## src/rtl/rrf_pkg.sv

```systemverilog
// Package: shared sizes and the pointer step used by the readout file.
// Assumes the entry count is at least two.
package rrf_pkg;
    localparam int RRF_RES_W = 10;
    localparam int RRF_DEPTH = 8;

    // Next entry index, wrapping from the last entry back to zero.
    function automatic int unsigned rrf_next(input int unsigned cur, input int unsigned depth);
        return (cur == depth - 1) ? 0 : cur + 1;
    endfunction
endpackage

```

## src/rtl/rrf_store.sv

```systemverilog
// Module: rrf_store
// Holds DEPTH result entries, each RES_W bits wide. It has one write port for
// the sequencer and two combinational read ports. Assumes that a write address
// is always below DEPTH. Reset clears every entry.
module rrf_store #(
    parameter int RES_W = 10,
    parameter int DEPTH = 8,
    localparam int AW = $clog2(DEPTH)
) (
    input  logic             clk,
    input  logic             rst_n,
    input  logic             wr_en,
    input  logic [AW-1:0]    wr_addr,
    input  logic [RES_W-1:0] wr_data,
    input  logic [AW-1:0]    rd_addr_a,
    input  logic [AW-1:0]    rd_addr_b,
    output logic [RES_W-1:0] rd_data_a,
    output logic [RES_W-1:0] rd_data_b
);
    logic [RES_W-1:0] mem [DEPTH];

    // Per-entry storage: cleared on reset, loaded when its address is written.
    for (genvar e = 0; e < DEPTH; e++) begin : g_entry
        always_ff @(posedge clk) begin
            if (!rst_n)
                mem[e] <= '0;
            else if (wr_en && (wr_addr == AW'(e)))
                mem[e] <= wr_data;
        end
    end

    // Two independent read ports.
    always_comb begin
        rd_data_a = mem[rd_addr_a];
        rd_data_b = mem[rd_addr_b];
    end

    // a written entry holds the written value one cycle later.
    p_write_lands_r2: assert property (@(posedge clk) disable iff (!rst_n)
        wr_en |=> (mem[$past(wr_addr)] == $past(wr_data)));
    // after a reset cycle, entry 0 reads as zero.
    p_reset_clears_r1: assert property (@(posedge clk)
        !rst_n |=> (mem[0] == '0));
endmodule

```

## src/rtl/rrf_ptr.sv

```systemverilog
// Module: rrf_ptr
// A single read pointer. A software write loads it. When its enable is set,
// it advances after each read strobe and wraps at DEPTH-1. A write outranks
// the advance.
module rrf_ptr #(
    parameter int DEPTH = 8,
    localparam int AW = $clog2(DEPTH)
) (
    input  logic          clk,
    input  logic          rst_n,
    input  logic          wr_en,
    input  logic [AW-1:0] wr_val,
    input  logic          inc_en,
    input  logic          rd_stb,
    output logic [AW-1:0] ptr
);
    import rrf_pkg::*;

    logic [AW-1:0] ptr_step;

    // Wrapped successor of the current value.
    always_comb ptr_step = AW'(rrf_next(int'(ptr), DEPTH));

    // Pointer register: reset, then a write, then the advance.
    always_ff @(posedge clk) begin
        if (!rst_n)
            ptr <= '0;
        else if (wr_en)
            ptr <= wr_val;
        else if (rd_stb && inc_en)
            ptr <= ptr_step;
    end

    // advancing from the last entry lands on zero.
    p_wrap_r5: assert property (@(posedge clk) disable iff (!rst_n)
        (!wr_en && rd_stb && inc_en && ptr == AW'(DEPTH - 1)) |=> (ptr == '0));
    // a write takes effect even when a strobe is present.
    p_write_wins_r6: assert property (@(posedge clk) disable iff (!rst_n)
        wr_en |=> (ptr == $past(wr_val)));
    // no write and no enabled strobe leaves the pointer unchanged.
    p_hold_r8: assert property (@(posedge clk) disable iff (!rst_n)
        (!wr_en && !(rd_stb && inc_en)) |=> $stable(ptr));
endmodule

```

## src/rtl/rrf_top.sv

```systemverilog
// Module: rrf_top
// Dual-pointer result readout file. Two pointers select entries of the result
// store. On a read strobe, both selected entries are captured into the read
// word, and then each pointer may advance. Assumes that rd_stb is a single-cycle
// pulse for each bus read.
module rrf_top #(
    parameter int RES_W = rrf_pkg::RRF_RES_W,
    parameter int DEPTH = rrf_pkg::RRF_DEPTH,
    localparam int AW = $clog2(DEPTH),
    localparam int WORD_W = 2 * RES_W
) (
    input  logic              clk,
    input  logic              rst_n,
    input  logic              res_we,
    input  logic [AW-1:0]     res_addr,
    input  logic [RES_W-1:0]  res_data,
    input  logic              ptr_a_we,
    input  logic [AW-1:0]     ptr_a_wdata,
    input  logic              ptr_b_we,
    input  logic [AW-1:0]     ptr_b_wdata,
    input  logic              inc_a_en,
    input  logic              inc_b_en,
    input  logic              rd_stb,
    output logic [WORD_W-1:0] rd_word,
    output logic [AW-1:0]     ptr_a,
    output logic [AW-1:0]     ptr_b
);
    localparam int NPTR = 2;

    logic [NPTR-1:0]         p_we;
    logic [NPTR-1:0][AW-1:0] p_wval;
    logic [NPTR-1:0]         p_inc;
    logic [NPTR-1:0][AW-1:0] p_cur;
    logic [RES_W-1:0]        sel_a;
    logic [RES_W-1:0]        sel_b;

    // Gather the per-pointer controls into arrays for the generate loop.
    always_comb begin
        p_we   = {ptr_b_we, ptr_a_we};
        p_wval = {ptr_b_wdata, ptr_a_wdata};
        p_inc  = {inc_b_en, inc_a_en};
    end

    for (genvar i = 0; i < NPTR; i++) begin : g_ptr
        rrf_ptr #(.DEPTH(DEPTH)) u_ptr (
            .clk    (clk),
            .rst_n  (rst_n),
            .wr_en  (p_we[i]),
            .wr_val (p_wval[i]),
            .inc_en (p_inc[i]),
            .rd_stb (rd_stb),
            .ptr    (p_cur[i])
        );
    end

    rrf_store #(.RES_W(RES_W), .DEPTH(DEPTH)) u_store (
        .clk       (clk),
        .rst_n     (rst_n),
        .wr_en     (res_we),
        .wr_addr   (res_addr),
        .wr_data   (res_data),
        .rd_addr_a (p_cur[0]),
        .rd_addr_b (p_cur[1]),
        .rd_data_a (sel_a),
        .rd_data_b (sel_b)
    );

    // Expose the current pointers.
    always_comb begin
        ptr_a = p_cur[0];
        ptr_b = p_cur[1];
    end

    // Read word capture: uses the pointers and entries from before this edge.
    always_ff @(posedge clk) begin
        if (!rst_n)
            rd_word <= '0;
        else if (rd_stb)
            rd_word <= {sel_a, sel_b};
    end

    // without a strobe the read word is held.
    p_word_hold_r3: assert property (@(posedge clk) disable iff (!rst_n)
        !rd_stb |=> $stable(rd_word));
    // the A half comes from the pointer value before its own advance.
    p_pre_inc_r7: assert property (@(posedge clk) disable iff (!rst_n)
        (rd_stb && !res_we) |=> (rd_word[WORD_W-1:RES_W] == $past(sel_a)));
endmodule

```

## config.mk

```make
export PLATFORM = sky130hd
export DESIGN_NAME = rrf_top
export DESIGN_NICKNAME = d
export VERILOG_FILES = /design/src/rtl/rrf_pkg.sv /design/src/rtl/rrf_store.sv /design/src/rtl/rrf_ptr.sv /design/src/rtl/rrf_top.sv
export SDC_FILE = /design/constraint.sdc
export NUM_CORES = 1
export LEC_CHECK = 0
export BUFFER_PORTS_ARGS = -buffer_cell sky130_fd_sc_hd__buf_2
export CORE_ASPECT_RATIO = 1.4
export CORE_MARGIN = 2
export CORE_UTILIZATION = 55
export CTS_BUF_LIST = sky130_fd_sc_hd__clkbuf_4
export DETAILED_ROUTE_END_ITERATION = 10
export PLACE_DENSITY = 0.85
export SKIP_CTS_REPAIR_TIMING = 1
export SYNTH_ARGS = -nofsm -noshare
export SYNTH_HDL_FRONTEND = slang
export SYNTH_SLANG_ARGS = --single-unit
export TNS_END_PERCENT = 30
```

## constraint.sdc

```tcl
create_clock -name clk -period 1.7 [get_ports clk]
set_input_delay 0.34 -clock clk [delete_from_list [all_inputs] [get_ports clk]]
set_output_delay 0.34 -clock clk [all_outputs]
set_load 0.1 [all_outputs]
```

==> results.yml, run 1 <==
yosys:
  synthArstFlopShare: 0
  ys.flop_type: "edfxtp_1"
  post-synth-top-area-fraction: 0.4466
  yosysTopAreaCell: "edfxtp_1"
  syn_avg_cell_area_sq_um: 12.57
  seq_area_frac_synth: 0.5434
  synth_warnings: 0
  netlist_area_sq_um: 5379
  synthCells: 428
  post-synth-top-count-cell: "and2_1"
  synth_common_cells: "82 x and2_1, 80 x edfxtp_1, 42 x mux2i_1, 40 x mux2_2, 28 x o21ai_0"
  synth_area_leaders: "edfxtp_1 45%, dfxtp_1 9.7%, and2_1 9.5%"
  synth_edf_count: 80
  synth.ff_latch_count: 106
  syn_nets: 459
  synth.distinct_cells: 28
timing:
  hold_viol: 0
  slew_viol_final: 0
  slew_headroom: 0.3136
  timing.final.crit_share: 0.9958
  clock-skew-final_ns: 0.02966
  setup_viol: 0
  setup_ws_ns: 0.007155
  grt_setup_unrepaired: "true"
  fin_crit_ns: 1.693
  fin_tns_setup_ns: 0
  worst_pin_slew_ns: 1.022
  fmax_mhz: 590.7
detailed_routing:
  wirelength_mm: 13.14
  antenna_left: 0
  wl_per_cell_microns: 20.86
  vias: 3843
  drtIter0Drc: 364
  viasPerCell: 6.100
  drc: 0
  drt_pre_antenna_iters: 5
clock_network:
  clock-sinks: 106
  clkTransAtPathRegs_ns: 0.17
  cts_made_buffers: 9
  cts_root_buf: "clkbuf_4"
  tritoncts: "yes"
  htreeDepth: 3
  clk_latency_ns: 0.48
  cts.path.max_buffers: 2
critical_path:
  cp-end-kind: "primary output"
  critPathSlowestCell: "buf_2"
  cp_slowest_stage_delay_ns: 0.46
  path_class: "flip-flop to primary output"
  cp_data_required_time_ns: 1.36
  path_delay_family: "buffers and inverters"
  cp_num_buf_inv: 1
  cp_cell_sequence: "buf_2"
  crit_path_start_kind: "flip-flop"
  crit_fanout: 2
  crit_arrival_ns: 1.35
pwr:
  power_density_nw_per_um2: 977.2
  p_leak_uw: 0.002311
  combPwrFrac: 0.213
  peakVddDrop_uv: 508.9
  swShare: 0.3028
  p_switching_uw: 1792
  pwr-share-seq: 0.523
  p_clk_frac: 0.265
  p_int_uw: 4127
placed_design:
  dp_hpwl_mm: 9.130
  io_buffers: 52
  place_congestion: 0.9345
  pre_cts_ws_ns: -0.09500
grt:
  grt_pass1_vias: 3811
  grt-ovfl-total: 0
  grt_pass1_wl_mm: 19.68
  antenna_found_initial: 1
  grt_util_all_layers: 0.2560
  grt_max_degree: 41
floorplanning:
  die_x_microns: 87.58
  rows: 42
  die_h_microns: 121.0
  ioPinCount: 53
  core_sq_um: 9512
  die_area_sq_um: 10600
  initial_core_util: 0.5655
cells_and_area:
  area_growth_pct: 12.61
  nets: 523
  layout-drive-gt1-share: 0.2817
hold_path:
  hold_class: "input port to flip-flop"
run_status:
  status: "finished, final reports clean"
run:
  cap_violations: 0
## sequential cells by signal, indices dropped and copies added, names as in the netlist
| signal | flops |
|---|---|
| u_store.mem | 80 |
| rd_word | 20 |
| g_ptr.u_ptr.ptr | 6 |
## cells in the final DEF (no fill, tap or decap), types with 3 or more instances in the layout
cell type	n
a211o_1	4
a21oi_1	18
a221o_1	13
a22oi_1	7
and2_1	82
and3_1	4
buf_12	4
buf_2	44
buf_4	19
bufinv_16	3
clkbuf_4	15
dfxtp_1	20
dfxtp_2	4
edfxtp_1	80
ha_1	4
mux2_2	40
mux2i_1	42
nand2_1	8
nand2b_1	9
nor2_1	7
nor3_1	4
o21ai_0	28
o221ai_1	7
o22ai_1	12
## through the flow
| stage | total power (uW) | utilization | area (sq um) | hold slack [ns] | cells |
|---|---|---|---|---|---|
| after detailed placement | 4368 | 0.6108 | 5809 | 0.5123 | 610 |
| after global placement | 4327 | 0.6108 | 5809 | 0.5004 | 610 |
| after CTS | 5881 | 0.6300 | 5992 | 0.1486 | 626 |
| after global routing | 6077 | 0.6368 | 6057 | 0.1715 | 630 |
| final | 5919 | 0.6368 | 6057 | 0.1654 | 630 |
| after floorplan | 4058 | - | 5391 | 0.4851 | 428 |
## routing by layer
layer	GRT usage	vias up	routed length, microns
li1	-	1752	-
met1	0.2757	1843	4766
met2	0.4370	196	6797
met3	0.03401	52	725
met4	0.2067	0	856
met5	0	-	0
## worst reg2reg max path, stage by stage (launching register included)
cell,delay [ns]
dfxtp_4,0.45
buf_4,0.23
mux2_2,0.36
o22ai_1,0.27
a221o_1,0.18
a21oi_1,0.07
## final timing paths
check / from / to / slack, ns / cells past startpoint
worst min-delay path: ptr_b_wdata[0] / g_ptr[1].u_ptr.ptr[0] / 0.17 / 3
worst max-delay path: rd_word[14] / rd_word[14] / 0.007 / 1
worst min register to register: rd_word[8] / rd_word[8] / 0.54 / 2
worst max register to register: g_ptr[1].u_ptr.ptr[0] / rd_word[7] / 0.04 / 5
## layout make-up
type,instances,area (sq um)
tap,132,165.2
antenna,1,2.502
clock buffer,9,67.56
sequential,106,2935
fill,704,3455
timing repair buffer,74,499.2
multi-input combinational,301,2272
clock inverter,7,115.1
## power groups by stage
| stage | logic, uW | clock network, uW | registers, uW |
|---|---|---|---|
| floorplan | 565 | 0 | 3490 |
| global placement | 1190 | 0 | 3140 |
| detailed placement | 1210 | 0 | 3160 |
| CTS | 1220 | 1570 | 3100 |
| global route | 1320 | 1650 | 3110 |
| finish | 1260 | 1570 | 3090 |
## cells by family after synthesis
group                      Yosys count  share of synthesized area
muxes                               82                     0.1619
buffers and inverters               21                    0.03815
and+or+nand+nor                    121                     0.1328
AOI/OAI and AO/OA                   94                     0.1144
adders and majority gates            4                   0.009305
DFF                                106                     0.5434
Power figures use the tool's default switching activity.
==> inputs of run 2 (changes only) <==
- CORE_ASPECT_RATIO: 1.4 -> unset
- CORE_UTILIZATION: 55 -> 53
- CTS_BUF_LIST: sky130_fd_sc_hd__clkbuf_4 -> unset
- PLACE_DENSITY: 0.85 -> 0.83
==> run 2 against run 1 <==
Compared with the run above:
- combinational power about the same
- sequential cell count unchanged
- wire length increased by 3.0%
- global-route usage decreased by 0.57 points
- clock-buffer cell count unchanged
- via count increased by 0.75%
- maximum frequency increased by 3.6%
- non-clock buffer count decreased by 1
- clock power about the same
- core utilization decreased by 1.9 points
- worst setup slack improved by 0.059 ns
- critical path type is now flip-flop to flip-flop
- critical endpoint is now rd_word[9]
- highest routed layer unchanged
==> results.yml, run 2 (synthesized netlist as in run 1, its figures left out) <==
run_status:
  status: "finished, final reports clean"
critical_path:
  reg2regPathDepth: 5
  worstReg2RegEnd: "rd_word[9]"
  cp_data_required_time_ns: 1.96
  rr_startpoint: "g_ptr[1].u_ptr.ptr[0]"
  reg2reg_slack_ns: 0.07
  cp-end-kind: "flip-flop"
  crit_arrival_ns: 1.89
  crit_path_start_kind: "flip-flop"
  path_class: "flip-flop to flip-flop"
  startpoint: "g_ptr[1].u_ptr.ptr[0]"
  crit_fanout: 19
floorplanning:
  rows: 36
  initial_core_util: 0.5478
  die_x_microns: 104.7
  die_h_microns: 104.7
  core_sq_um: 9819
  ioPinCount: 53
  die_area_sq_um: 10970
grt:
  grt_pass1_wl_mm: 20.75
  antenna_found_initial: 0
  grt-ovfl-total: 0
  grt_util_all_layers: 0.2503
  grt_pass1_vias: 3869
  grt_max_degree: 37
timing:
  clock-skew-final_ns: 0.01309
  holdWs_ns: 0.2208
  setup_viol: 0
  timing.final.crit_share: 0.9609
  fin_crit_ns: 1.633
  worst_pin_slew_ns: 0.9873
  grt_setup_unrepaired: "false"
  setup_ws_ns: 0.06653
  slew_viol_final: 0
  hold_viol: 0
  slew_headroom: 0.3394
  fmax_mhz: 612.2
clock_network:
  clkTransAtPathRegs_ns: 0.12
  clock-sinks: 106
  htreeDepth: 3
  cts_made_buffers: 9
  clk_latency_ns: 0.37
  tritoncts: "yes"
  cts.path.max_buffers: 2
  cts_root_buf: "clkbuf_8"
detailed_routing:
  wl_per_cell_microns: 21.52
  antenna_left: 0
  drc: 0
  wirelength_mm: 13.54
  drtIter0Drc: 377
  drt_pre_antenna_iters: 5
  vias: 3872
  viasPerCell: 6.156
hold_path:
  hp-start: "rd_stb"
  whs_path_depth: 2
  hold_class: "input port to flip-flop"
  whs_endpoint: "rd_word[12]"
cells_and_area:
  layout_commonest_cell: "and2_1"
  nets: 522
  regMostFlops: "u_store.mem"
  largest_register_ffs: 80
  layout-drive-gt1-share: 0.2802
  largestRegisters: "u_store.mem x80, rd_word x20, g_ptr.u_ptr.ptr x6"
  n_antenna_cell: 0
  final_cells: 629
  fillers: 777
  final_cell_mix: "82 x and2_1, 80 x edfxtp_1, 50 x buf_2"
  area_growth_pct: 12.70
placed_design:
  place_congestion: 0.8658
  placed_cells: 613
  dp_hpwl_mm: 8.993
  io_buffers: 52
  pre_cts_ws_ns: -0.08087
pwr:
  total_power_uw: 5905
  power_density_nw_per_um2: 974.0
  p_leak_uw: 0.002316
  peakVddDrop_uv: 482.4
run:
  cap_violations: 0
-- run 2: changes by cell type in the layout (fill, tap and decap cells not counted), moves of 2 or more --
cell       before  now
buf_4          19   17
inv_8           0    4
buf_12          4    6
clkinv_1        2    0
clkbuf_4       15    0
a21oi_1        18   20
a21oi_2         2    0
clkbuf_8        0    9
buf_2          44   50
bufinv_16       3    0
-- run 2: worst max path at each step --
stage	end	slack [ns]	cells past startpoint
global placement	rd_word[5]	-0.009	4
CTS	rd_word[15]	-0.10	4
global route	rd_word[8]	0.03	5
finish	rd_word[9]	0.07	5
detailed placement	u_store.mem[2][5]	-0.08	4
floorplan	u_store.mem[0][0]	-0.04	2
-- run 2: cell type report --
class	instances	area, sq um	share of cell area
multi-input combinational	301	2261	0.3730
timing repair buffer	73	498.0	0.08215
sequential	106	2935	0.4842
tap	133	166.4	0.02745
clock buffer	9	123.9	0.02043
clock inverter	7	77.57	0.01280
-- run 2: power breakdown --
| part | switching [uW] | leakage [uW] | total [uW] | internal [uW] |
|---|---|---|---|---|
| sequential | 137 | 0.000992 | 3100 | 2970 |
| combinational | 828 | 0.00122 | 1240 | 412 |
| clock | 971 | 0.000100 | 1560 | 589 |
| total | 1940 | 0.00232 | 5900 | 3970 |
-- run 2: through the flow --
| step | area, sq um | util | setup TNS [ns] |
|---|---|---|---|
| 5_1_grt | 6062 | 0.6174 | 0 |
| 3_3_place_gp | 5851 | 0.5958 | -0.03083 |
| 4_1_cts | 6052 | 0.6163 | -0.5006 |
| 2_1_floorplan | 5391 | - | -0.4137 |
| 6_report | 6062 | 0.6174 | 0 |
| 3_5_place_dp | 5851 | 0.5958 | -1.083 |
-- run 2: layer usage --
metal  vias up  wire length (microns)  global-route usage
li1       1741                      -                   -
met1      1903                   5402              0.3327
met2       199                   6528              0.4096
met3        29                   1267             0.04429
met4         0                    337             0.09619
met5         -                      0                   0
-- run 2: critical path, cell delays in order (launching register included) --
cell	delay (ns)
dfxtp_4	0.53
buf_12	0.22
mux2_2	0.35
o22ai_1	0.18
a221o_1	0.17
a21oi_1	0.07
==> inputs of run 3 (changes only) <==
- CORE_UTILIZATION: 53 -> 45
- PLACE_DENSITY: 0.83 -> 0.73
==> run 3 against run 2 <==
Compared with the run above:
- combinational power about the same
- total power up 5.1%
- first-iteration DRC count shrank 7.2%
- sequential cell count stayed put
- clock power is 19% higher
- clock skew is 0.0048 ns lower
- clock-buffer cell count grew 1
- non-clock buffer count grew 2
- maximum frequency down 1.7%
- die area up 17%
- cell count up 1.9%
==> results.yml, run 3 (synthesized netlist as in run 1, its figures left out) <==
cells_and_area:
  final_cell_mix: "82 x and2_1, 80 x edfxtp_1, 50 x buf_2"
  nets: 524
  largestRegisters: "u_store.mem x80, rd_word x20, g_ptr.u_ptr.ptr x6"
  largest_register_ffs: 80
  regMostFlops: "u_store.mem"
  layout_commonest_cell: "and2_1"
  area_growth_pct: 14.40
  fillers: 985
  layout-drive-gt1-share: 0.2751
  n_antenna_cell: 0
grt:
  grt_pass1_vias: 3819
  grt_pass1_wl_mm: 20.51
  grt_max_degree: 41
  antenna_found_initial: 0
  grt_util_all_layers: 0.2126
  grt-ovfl-total: 0
critical_path:
  crit_path_start_kind: "flip-flop"
  cp_data_required_time_ns: 1.92
  cp-end-kind: "flip-flop"
  crit_fanout: 17
  crit_arrival_ns: 1.88
  path_class: "flip-flop to flip-flop"
floorplanning:
  ioPinCount: 53
  core_sq_um: 11560
  initial_core_util: 0.4651
  die_x_microns: 113.3
  die_h_microns: 113.3
  die_area_sq_um: 12840
  rows: 39
timing:
  holdWs_ns: 0.3150
  slew_viol_final: 0
  setup_viol: 0
  grt_setup_unrepaired: "true"
  worst_pin_slew_ns: 0.9852
  slew_headroom: 0.3381
  hold_viol: 0
  timing.final.crit_share: 0.9774
  clock-skew-final_ns: 0.008332
  fmax_mhz: 601.8
  fin_crit_ns: 1.662
pwr:
  p_int_uw: 4368
  pwr-share-seq: 0.499
  combPwrFrac: 0.201
  total_power_uw: 6206
  p_leak_uw: 0.002355
  peakVddDrop_uv: 605.1
  swShare: 0.2962
  power_density_nw_per_um2: 1009
  p_clk_frac: 0.300
  p_switching_uw: 1838
detailed_routing:
  wirelength_mm: 13.25
  viasPerCell: 5.902
  antenna_left: 0
  wl_per_cell_microns: 20.67
  vias: 3783
  drtIter0Drc: 350
  drt_pre_antenna_iters: 4
  drc: 0
clock_network:
  tritoncts: "yes"
  cts_root_buf: "clkbuf_16"
  clk_latency_ns: 0.35
  htreeDepth: 3
  clkTransAtPathRegs_ns: 0.07
  clock-sinks: 106
  cts.path.max_buffers: 2
  cts_made_buffers: 9
placed_design:
  dp_hpwl_mm: 9.000
  io_buffers: 52
  place_congestion: 0.8821
run_status:
  status: "finished, final reports clean"
hold_path:
  hold_class: "input port to flip-flop"
run:
  cap_violations: 0
run 3: cell count changes in the layout (fill, tap and decap cells not counted), moves of 3 or more:
cell	before	now
clkbuf_8	9	0
inv_8	4	0
clkinv_1	0	3
buf_4	17	20
clkbuf_16	0	9
run 3: per-layer routing:
metal | GRT usage | vias up | part of all wire
met5 | 0 | - | 0
met4 | 0.08943 | 0 | 0.024
met3 | 0.04124 | 28 | 0.061
met2 | 0.3501 | 153 | 0.49
met1 | 0.2756 | 1851 | 0.43
li1 | - | 1751 | -
run 3: worst max-delay path: stages (launching register included):
cell	delay, ns
dfxtp_4	0.52
buf_12	0.19
mux2_2	0.34
o22ai_1	0.22
a221o_1	0.18
a21oi_1	0.07
run 3: cell type report:
| type | count | area, sq um | share of cell area |
|---|---|---|---|
| clock buffer | 10 | 229.0 | 0.03721 |
| timing repair buffer | 75 | 500.5 | 0.08133 |
| tap | 143 | 178.9 | 0.02908 |
| multi-input combinational | 301 | 2276 | 0.3699 |
| clock inverter | 6 | 33.78 | 0.005490 |
| sequential | 106 | 2935 | 0.4770 |
run 3: power groups by stage:
stage               clock network, uW  logic [uW]  registers (uW)
global route                     2000        1320            3120
floorplan                           0         565            3490
detailed placement                  0        1230            3150
finish                           1860        1250            3100
CTS                              1910        1240            3090
global placement                    0        1210            3130
run 3: final timing paths:
kind	start	to	slack, ns	cells after the start
worst max-delay path	g_ptr[0].u_ptr.ptr[0]	rd_word[18]	0.04	5
worst max register to register	g_ptr[0].u_ptr.ptr[0]	rd_word[18]	0.04	5
worst min register to register	rd_word[18]	rd_word[18]	0.53	2
worst min-delay path	ptr_a_wdata[2]	g_ptr[0].u_ptr.ptr[2]	0.31	4
run 3: metrics by stage:
| stage | setup TNS (ns) | worst slack, ns | utilization | instances | cell area (sq um) |
|---|---|---|---|---|---|
| 4_1_cts | -0.5515 | -0.1689 | 0.5299 | 641 | 6128 |
| 2_1_floorplan | -0.4137 | -0.04137 | - | 428 | 5391 |
| 3_3_place_gp | -0.6482 | -0.1162 | 0.5072 | 625 | 5866 |
| 6_report | 0 | 0.03841 | 0.5321 | 641 | 6153 |
| 5_1_grt | -0.003602 | -0.003602 | 0.5321 | 641 | 6153 |
| 3_5_place_dp | -2.561 | -0.1691 | 0.5072 | 625 | 5866 |
